File: src/rtl/wdt_cmp_pkg.sv
package wdt_cmp_pkg;
  parameter int unsigned CMP_W = 7;
  localparam int unsigned REG_W = CMP_W + 1;
  localparam int unsigned CLR_BIT = CMP_W;
  typedef logic [CMP_W-1:0] cmp_t;
  localparam cmp_t CMP_RST = '1;
endpackage

File: src/rtl/wdt_cmp_ctrl.sv
module wdt_cmp_ctrl
  import wdt_cmp_pkg::*;
(
  input  logic             clk_i,
  input  logic             rst_ni,
  input  logic             wr_en_i,
  input  logic [REG_W-1:0] wr_data_i,
  output cmp_t             cmp_o,
  output logic             clr_o
);
  cmp_t cmp_q;
  logic clr_q;

  always_ff @(posedge clk_i or negedge rst_ni) begin
    if (!rst_ni) begin
      cmp_q <= CMP_RST;
      clr_q <= 1'b0;
    end else begin
      if (wr_en_i) cmp_q <= wr_data_i[CMP_W-1:0];
      // clear bit lives one cycle only
      clr_q <= wr_en_i & wr_data_i[CLR_BIT];
    end
  end

  assign cmp_o = cmp_q;
  assign clr_o = clr_q;

  AST_CLR_SELF_CLEARS: assert property (@(posedge clk_i) disable iff (!rst_ni)
    (clr_q && !(wr_en_i && wr_data_i[CLR_BIT])) |=> !clr_q);
  AST_CMP_HOLDS: assert property (@(posedge clk_i) disable iff (!rst_ni)
    !wr_en_i |=> $stable(cmp_q));
endmodule

File: src/rtl/wdt_cmp_counter.sv
module wdt_cmp_counter
  import wdt_cmp_pkg::*;
(
  input  logic clk_i,
  input  logic rst_ni,
  input  logic tick_i,
  input  logic stop_i,
  input  logic clr_i,
  input  cmp_t cmp_i,
  output logic hit_o
);
  cmp_t cnt_q;
  logic adv, at_cmp;

  always_comb begin
    at_cmp = (cnt_q == cmp_i);
    adv    = tick_i & ~stop_i & ~clr_i;
    hit_o  = adv & at_cmp;
  end

  always_ff @(posedge clk_i or negedge rst_ni) begin
    if (!rst_ni)    cnt_q <= '0;
    else if (clr_i) cnt_q <= '0;
    else if (adv)   cnt_q <= at_cmp ? '0 : cnt_q + 1'b1;
  end

  AST_CLR_ZEROES: assert property (@(posedge clk_i) disable iff (!rst_ni)
    clr_i |=> (cnt_q == '0));
  AST_STOP_HOLDS: assert property (@(posedge clk_i) disable iff (!rst_ni)
    (stop_i && !clr_i) |=> $stable(cnt_q));
  AST_IDLE_HOLDS: assert property (@(posedge clk_i) disable iff (!rst_ni)
    (!tick_i && !clr_i) |=> $stable(cnt_q));
  AST_WRAP_ON_HIT: assert property (@(posedge clk_i) disable iff (!rst_ni)
    hit_o |=> (cnt_q == '0));
endmodule

File: src/rtl/wdt_cmp_event.sv
module wdt_cmp_event (
  input  logic clk_i,
  input  logic rst_ni,
  input  logic hit_i,
  input  logic mode_i,
  input  logic ack_i,
  output logic rst_req_o,
  output logic irq_o
);
  logic rst_q, irq_q;

  always_ff @(posedge clk_i or negedge rst_ni) begin
    if (!rst_ni) begin
      rst_q <= 1'b0;
      irq_q <= 1'b0;
    end else begin
      rst_q <= hit_i & mode_i;
      // a new expiry wins over acknowledge
      if (hit_i && !mode_i) irq_q <= 1'b1;
      else if (ack_i)       irq_q <= 1'b0;
    end
  end

  assign rst_req_o = rst_q;
  assign irq_o     = irq_q;

  AST_RST_ONLY_IN_MODE: assert property (@(posedge clk_i) disable iff (!rst_ni)
    rst_req_o |-> $past(mode_i));
  AST_NO_IRQ_IN_RST_MODE: assert property (@(posedge clk_i) disable iff (!rst_ni)
    (hit_i && mode_i && !irq_o) |=> !irq_o);
  AST_IRQ_STICKY: assert property (@(posedge clk_i) disable iff (!rst_ni)
    (irq_o && !ack_i) |=> irq_o);
endmodule

File: src/rtl/wdt_cmp_timer.sv
module wdt_cmp_timer
  import wdt_cmp_pkg::*;
(
  input  logic             clk_i,
  input  logic             rst_ni,
  input  logic             tick_i,
  input  logic             stop_i,
  input  logic             rst_mode_i,
  input  logic             wr_en_i,
  input  logic [REG_W-1:0] wr_data_i,
  input  logic             irq_ack_i,
  output logic             rst_req_o,
  output logic             irq_o
);
  cmp_t cmp;
  logic clr, hit;

  wdt_cmp_ctrl u_ctrl (
    .clk_i    (clk_i),
    .rst_ni   (rst_ni),
    .wr_en_i  (wr_en_i),
    .wr_data_i(wr_data_i),
    .cmp_o    (cmp),
    .clr_o    (clr)
  );

  wdt_cmp_counter u_cnt (
    .clk_i (clk_i),
    .rst_ni(rst_ni),
    .tick_i(tick_i),
    .stop_i(stop_i),
    .clr_i (clr),
    .cmp_i (cmp),
    .hit_o (hit)
  );

  wdt_cmp_event u_evt (
    .clk_i    (clk_i),
    .rst_ni   (rst_ni),
    .hit_i    (hit),
    .mode_i   (rst_mode_i),
    .ack_i    (irq_ack_i),
    .rst_req_o(rst_req_o),
    .irq_o    (irq_o)
  );
endmodule

File: config.mk
export PLATFORM = sky130hd
export DESIGN_NAME = wdt_cmp_timer
export DESIGN_NICKNAME = d
export VERILOG_FILES = /design/src/rtl/wdt_cmp_pkg.sv /design/src/rtl/wdt_cmp_ctrl.sv /design/src/rtl/wdt_cmp_counter.sv /design/src/rtl/wdt_cmp_event.sv /design/src/rtl/wdt_cmp_timer.sv
export SDC_FILE = /design/constraint.sdc
export NUM_CORES = 1
export LEC_CHECK = 0
export ABC_AREA = 1
export BUFFER_PORTS_ARGS = -buffer_cell sky130_fd_sc_hd__buf_2
export CAP_MARGIN = 40
export CORE_MARGIN = 10
export CORE_UTILIZATION = 25
export DETAILED_ROUTE_END_ITERATION = 16
export SYNTH_ARGS = -nofsm -noshare
export SYNTH_HDL_FRONTEND = slang
export SYNTH_SLANG_ARGS = --single-unit
export TNS_END_PERCENT = 20
File: constraint.sdc
create_clock -name clk_i -period 2.25 [get_ports clk_i]
set_input_delay 0.225 -clock clk_i [delete_from_list [all_inputs] [get_ports clk_i]]
set_output_delay 0.225 -clock clk_i [all_outputs]
set_load 0.03 [all_outputs]
# After elaboration in Yosys (flattened, before gate mapping)
# Cells that the tools add are included.
[op_classes]
n_addsub = 1
eq_ne = 1
mux = 5
bitwise = 7
reduce_logical = 4
[op_table]
columns = ["operator", "n"]
rows = [
  ["7-bit two-way mux", 3],
  ["7-bit by 1-bit adder with 7-bit output, second input constant", 1],
  ["7-bit == test", 1],
  ["1-bit bitwise AND", 5],
  ["2-bit nonzero test", 2],
  ["1-bit two-way mux", 2],
  ["1-bit inverter", 2],
  ["1-bit logical AND", 1],
  ["1-bit logical NOT", 1],
]
[totals]
reg_bits = 17
inputBits = 15
output_inout_bits = 2

# Logic depth before layout (Yosys ltp)
[logic_depth]
depth_word = 6
depth_mapped = 9
depth_no_buf = 8

# Modules after synthesis
# From an unflattened synthesis, not the netlist that was laid out.
[hier_totals]
hier_cells = 116
area_unflattened_um2 = 902.1
[by_module_without_submodules]
columns = ["mod", "n_inst", "cells_per_inst", "area_each_um2"]
rows = [
  ["wdt_cmp_counter", 1, 74, 515.5],
  ["wdt_cmp_ctrl", 1, 33, 310.3],
  ["wdt_cmp_event", 1, 9, 76.3],
]

# Worst setup path before layout
# No wires, ideal clock.
[synth_path]
path_type = "register to register"
startpoint = "register u_ctrl.cmp_q[6], in the netlist u_ctrl.cmp_o[6]"
endpoint = "register u_cnt.cnt_q[0]"
setup_ns = 0.117
arrival_ns = 1.013
t_required_ns = 2.133
setup_slack_ns = 1.119
path_stages_with_launch = 7
n_path_buf = 0
synth_period_minus_slack_ns = 1.131
cell_sequence = "dfstp_2 xnor2_1 nand2_1 nor2_1 nand2_2 nand3_1 nand2_1"
[synth_between]
elab_chain_cells = 4
[synth_rtl]
columns = ["element", "line_no", "source"]
rows = [
  ["from (decl)", "wdt_cmp_ctrl.sv:11", "cmp_t cmp_q;"],
  ["from (signal assigned)", "wdt_cmp_ctrl.sv:19", "if (wr_en_i) cmp_q <= wr_data_i[CMP_W-1:0];"],
  ["7-bit == test", "wdt_cmp_counter.sv:16", "at_cmp = (cnt_q == cmp_i);"],
  ["7-bit two-way mux (2 in series)", "wdt_cmp_counter.sv:24", "else if (adv) cnt_q <= at_cmp ? '0 : cnt_q + 1'b1;"],
  ["7-bit two-way mux", "wdt_cmp_counter.sv:23", "else if (clr_i) cnt_q <= '0;"],
  ["to (signal assigned)", "wdt_cmp_counter.sv:24", ""],
  ["to (decl)", "wdt_cmp_counter.sv:12", "cmp_t cnt_q;"],
]
# No other way between the ends. The select of a mux whose other input is x is not followed.
# A chain may end at the register's enable or synchronous reset.

# Final worst setup path
# Ends and elaborated chain as after synthesis.

==> tab_implementation.tex <==
\begin{tabular}{lr}
\hline
Metric & Value \\
\hline
\multicolumn{2}{l}{\textbf{Run status}} \\
\quad Outcome & completed \\
\multicolumn{2}{l}{\textbf{Cells and area}} \\
\quad Nets@finish & 159 \\
\quad Fill cell count & 395 \\
\quad Growth of design area from synthesis to finish & 18.9\% \\
\quad Share of final-layout standard cells stronger than drive strength 1 & 0.239 \\
\quad Final antenna diode count & 0 \\
\quad Count of non-filler cells in the finished layout & 190 \\
\quad Core Util, Final & 0.307 \\
\multicolumn{2}{l}{\textbf{Setup path}} \\
\quad Kind of end point of the critical path & flip-flop \\
\quad Maximum fanout along the worst path & 7 \\
\quad Endpoint arrival time on the critical path & 1.40 ns \\
\quad CP Class & flip-flop to flip-flop \\
\quad Startpoint of the most critical register-to-register path & u\_ctrl.cmp\_o[6] \\
\quad Crit. Startpoint & u\_ctrl.cmp\_o[6] \\
\quad Element type at the critical path start & flip-flop \\
\quad Required time of the worst setup path & around 2.4 ns \\
\multicolumn{2}{l}{\textbf{STA}} \\
\quad Min cycle time layout & approximately 1.3 ns \\
\quad Max Clock Skew & about 0.0021 ns \\
\quad Share of the cycle needed by the critical path after routing & 0.559 \\
\quad RSZ-0062 raised after global routing & no \\
\quad Headroom to the max-slew limit & 0.616 \\
\quad Setup TNS & 0 ns \\
\quad Max Freq & 795 MHz \\
\quad Transition time of the tightest slew-check pin & 0.577 ns \\
\quad Final setup viols & 0 \\
\quad Max-slew violation total from the final report & 0 \\
\quad Worst hold slack & 0.156 ns \\
\quad Final count of hold timing violations & 0 \\
\multicolumn{2}{l}{\textbf{Route}} \\
\quad Vias post-DR & 756 \\
\quad DRC errors left & 0 \\
\quad Highest metal used & met4 \\
\quad Detail Route met3 WL & 62 µm \\
\quad Number of violations reported at the end of detailed-routing iteration 0 & 15 \\
\quad Number of antenna-violating nets in the routed design & 0 \\
\quad Detailed-routed wire length on met2 & 899 µm \\
\quad First-pass detailed-route iteration total & 4 \\
\quad Post-route met1 wirelength & $\sim$900 µm \\
\quad Average wire length per cell after detail routing & around 10 µm \\
\quad Via/cell ratio & a little under 4 \\
\quad Final WL & approximately 1.9 mm \\
\multicolumn{2}{l}{\textbf{Worst hold path}} \\
\quad Critical hold path startpoint & wr\_data\_i[7] \\
\quad Type of the tightest min-delay check & primary input to flip-flop \\
\multicolumn{2}{l}{\textbf{Floorplan}} \\
\quad Standard-cell rows & 22 \\
\quad Core footprint & about 0.0037 mm² \\
\quad Die height & 81.5 µm \\
\quad Die area & approximately 0.0066 mm² \\
\quad Initial core utilization & 0.258 \\
\quad I/O pin count & 17 \\
\quad Horizontal die dimension & 81.5 µm \\
\multicolumn{2}{l}{\textbf{Global route}} \\
\quad Overall routing resource usage & 0.0628 \\
\quad Largest net degree at the start of global routing & 18 \\
\quad Via count of the first global-routing pass & 695 \\
\quad GRT overflow & 0 \\
\quad Number of antenna violations at the first check in global routing & 0 \\
\quad First-pass GRT wire length & 3.17 mm \\
\multicolumn{2}{l}{\textbf{Clock network}} \\
\quad TritonCTS buffer count & 3 \\
\quad Number of levels in the clock H-tree & 1 \\
\quad CTS root buffer & sky130\_fd\_sc\_hd\_\_clkbuf\_8 \\
\quad Post-CTS setup buffer count & 0 \\
\quad Clock sink count & 17 \\
\quad Clock-pin slew reported for the worst setup and hold paths after clock tree synthesis & 0.06 ns \\
\quad Buffers from clock root to sink, at most & 2 \\
\quad TritonCTS clock tree & built \\
\quad Skew-Pair Late Insertion Delay & around 0.25 ns \\
\multicolumn{2}{l}{\textbf{Placed design}} \\
\quad Input/output buffers & 16 \\
\quad Routability congestion estimate & 0.754 \\
\quad Number of placed instances, taps included & 185 \\
\quad DPL Wire Length & 1.48 mm \\
\multicolumn{2}{l}{\textbf{Yosys}} \\
\quad Adder-cell area share of the yosys netlist & 0.0132 \\
\quad Yosys top cell area share & 0.265 \\
\quad Number of register bits inferred by synthesis & 17 \\
\quad Post-synthesis mux area share & 0.0358 \\
\quad Register area share after synthesis & 0.460 \\
\quad Post-synth net total & 139 \\
\quad Synthesized-area fraction occupied by and/or/nand/nor cells & 0.305 \\
\quad Largest family of logic cells by synthesized area & simple AND/OR/NAND/NOR gates \\
\quad Post-synthesis area per instance & 7.68 µm² \\
\quad Cell Area, Synth & 945 µm² \\
\quad Warnings, synthesis & 0 \\
\quad Cell taking the most area after synthesis & sky130\_fd\_sc\_hd\_\_dfrtp\_1 \\
\quad Distinct cells, synth & 18 \\
\quad Post-synthesis compound-gate area fraction & 0.0265 \\
\quad Xor-xnor portion of the synthesized cell area & 0.0636 \\
\quad Number of cells produced by synthesis & 123 \\
\quad Largest cells by area after synthesis & sky130\_fd\_sc\_hd\_\_dfrtp\_1 26\%, sky130\_fd\_sc\_hd\_\_dfstp\_2 19\%, sky130\_fd\_sc\_hd\_\_nand2\_1 19\% \\
\multicolumn{2}{l}{\textbf{Pwr}} \\
\quad Psw & 170 µW \\
\quad Switching portion of total power & 0.253 \\
\quad PD cells & 597 mW/mm² \\
\quad Clock power frac & 0.333 \\
\quad Internal power consumption & 501 µW \\
\quad Leak & 0.000624 µW \\
\quad Seq pwr share & 0.525 \\
\quad Share of total power in combinational logic & 0.142 \\
\quad Peak VDD IR & $\sim$0.29 mV \\
\multicolumn{2}{l}{\textbf{Flow run}} \\
\quad Max-cap check violation count & 0 \\
\hline
\end{tabular}
## worst paths after layout
| kind | endpoint | slack [ns] | cells past startpoint |
|---|---|---|---|
| worst max-delay path | u_cnt.cnt_q[0] | 0.99 | 6 |
| worst min-delay path | u_ctrl.clr_o | 0.16 | 3 |
| worst max register to register | u_cnt.cnt_q[0] | 0.99 | 6 |
| worst min register to register | u_evt.irq_o | 0.48 | 2 |
| max in group asynchronous | u_ctrl.cmp_o[6] | 1.52 | 2 |
| min in group asynchronous | u_evt.irq_o | 0.42 | 2 |
## worst max-delay path: stages (launching register included)
cell                      delay [ns]
sky130_fd_sc_hd__dfstp_2        0.54
sky130_fd_sc_hd__xnor2_1        0.15
sky130_fd_sc_hd__nand2_1        0.09
sky130_fd_sc_hd__nor2_1         0.11
sky130_fd_sc_hd__nand2_2        0.12
sky130_fd_sc_hd__nand3_1        0.09
sky130_fd_sc_hd__nand2_1        0.05
## kinds of logic after synthesis
family,after synthesis
compound gates,5
flops,17
mux,3
buf+inv,22
simple gates,69
fa+ha+maj,1
xor+xnor,6
## placed cells by master (no fill, tap or decap)
cell,netlist,layout
sky130_fd_sc_hd__mux2_2,3,3
sky130_fd_sc_hd__inv_1,20,20
sky130_fd_sc_hd__nor2_1,4,4
sky130_fd_sc_hd__o21ai_0,4,4
sky130_fd_sc_hd__ha_1,1,1
sky130_fd_sc_hd__xnor2_2,1,1
sky130_fd_sc_hd__clkbuf_1,0,1
sky130_fd_sc_hd__dfstp_2,7,7
sky130_fd_sc_hd__nand2_2,1,1
sky130_fd_sc_hd__nand4_1,2,2
sky130_fd_sc_hd__xor2_1,3,3
sky130_fd_sc_hd__a21oi_1,1,1
sky130_fd_sc_hd__buf_2,1,16
sky130_fd_sc_hd__nand2_1,48,48
sky130_fd_sc_hd__nand3_1,11,11
sky130_fd_sc_hd__clkbuf_8,0,3
sky130_fd_sc_hd__dlygate4sd3_1,0,1
sky130_fd_sc_hd__xnor2_1,2,2
sky130_fd_sc_hd__nor2_2,3,3
sky130_fd_sc_hd__dfrtp_1,10,10
## sequential cells by signal (all words and copies together), names as in the netlist
name and flops:
u_ctrl.cmp_o 7, u_evt.rst_req_o 1, u_ctrl.clr_o 1, u_evt.irq_o 1, u_cnt.cnt_q 7
## layout make-up
type / instances / area, µm² / share of cell area
sequential: 17 / 434 / 0.386
timing repair buffer: 17 / 90.1 / 0.0802
clock buffer: 4 / 45.0 / 0.0401
inverter: 20 / 75.1 / 0.0668
tap: 48 / 60.1 / 0.0535
multi-input combinational: 84 / 419 / 0.373
## metrics by stage
step / setup WS (ns) / area, µm² / power [µW]
2_1_floorplan: 1.12 / 945 / 418
3_3_place_gp: 1.02 / 1070 / 452
3_5_place_dp: 0.998 / 1070 / 452
4_1_cts: 0.990 / 1120 / 682
5_1_grt: 0.902 / 1120 / 718
6_report: 0.992 / 1120 / 670
## synthesized netlist by cell type (all sizes together)
| master | instances |
|---|---|
| a21oi | 1 |
| buf | 2 |
| dfrtp | 10 |
| dfstp | 7 |
| ha | 1 |
| inv | 20 |
| mux2 | 3 |
| nand2 | 49 |
| nand3 | 11 |
| nand4 | 2 |
| nor2 | 7 |
| o21ai | 4 |
| xnor2 | 3 |
| xor2 | 3 |
## layer usage
| layer | GRT usage | up-vias |
|---|---|---|
| li1 | - | 408 |
| met1 | 0.0740 | 332 |
| met2 | 0.0979 | 11 |
| met3 | 0.0207 | 5 |
| met4 | 0.0363 | 0 |
| met5 | 0 | - |
## power by group through the flow
stage               clock network [µW]  logic, µW  registers [µW]
detailed placement                   0       95.7             357
global route                       252        112             355
floorplan                            0       65.6             353
finish                             223       95.0             352
CTS                                233       97.3             352
global placement                     0       96.4             356
## what timing repair did
| item | in CTS | in global routing |
|---|---|---|
| endpoints found under the hold margin | 10 | 0 |
| resized for setup | 0 | 0 |
| hold buffers | 1 | 0 |
(Power assumes the default switching activity.)
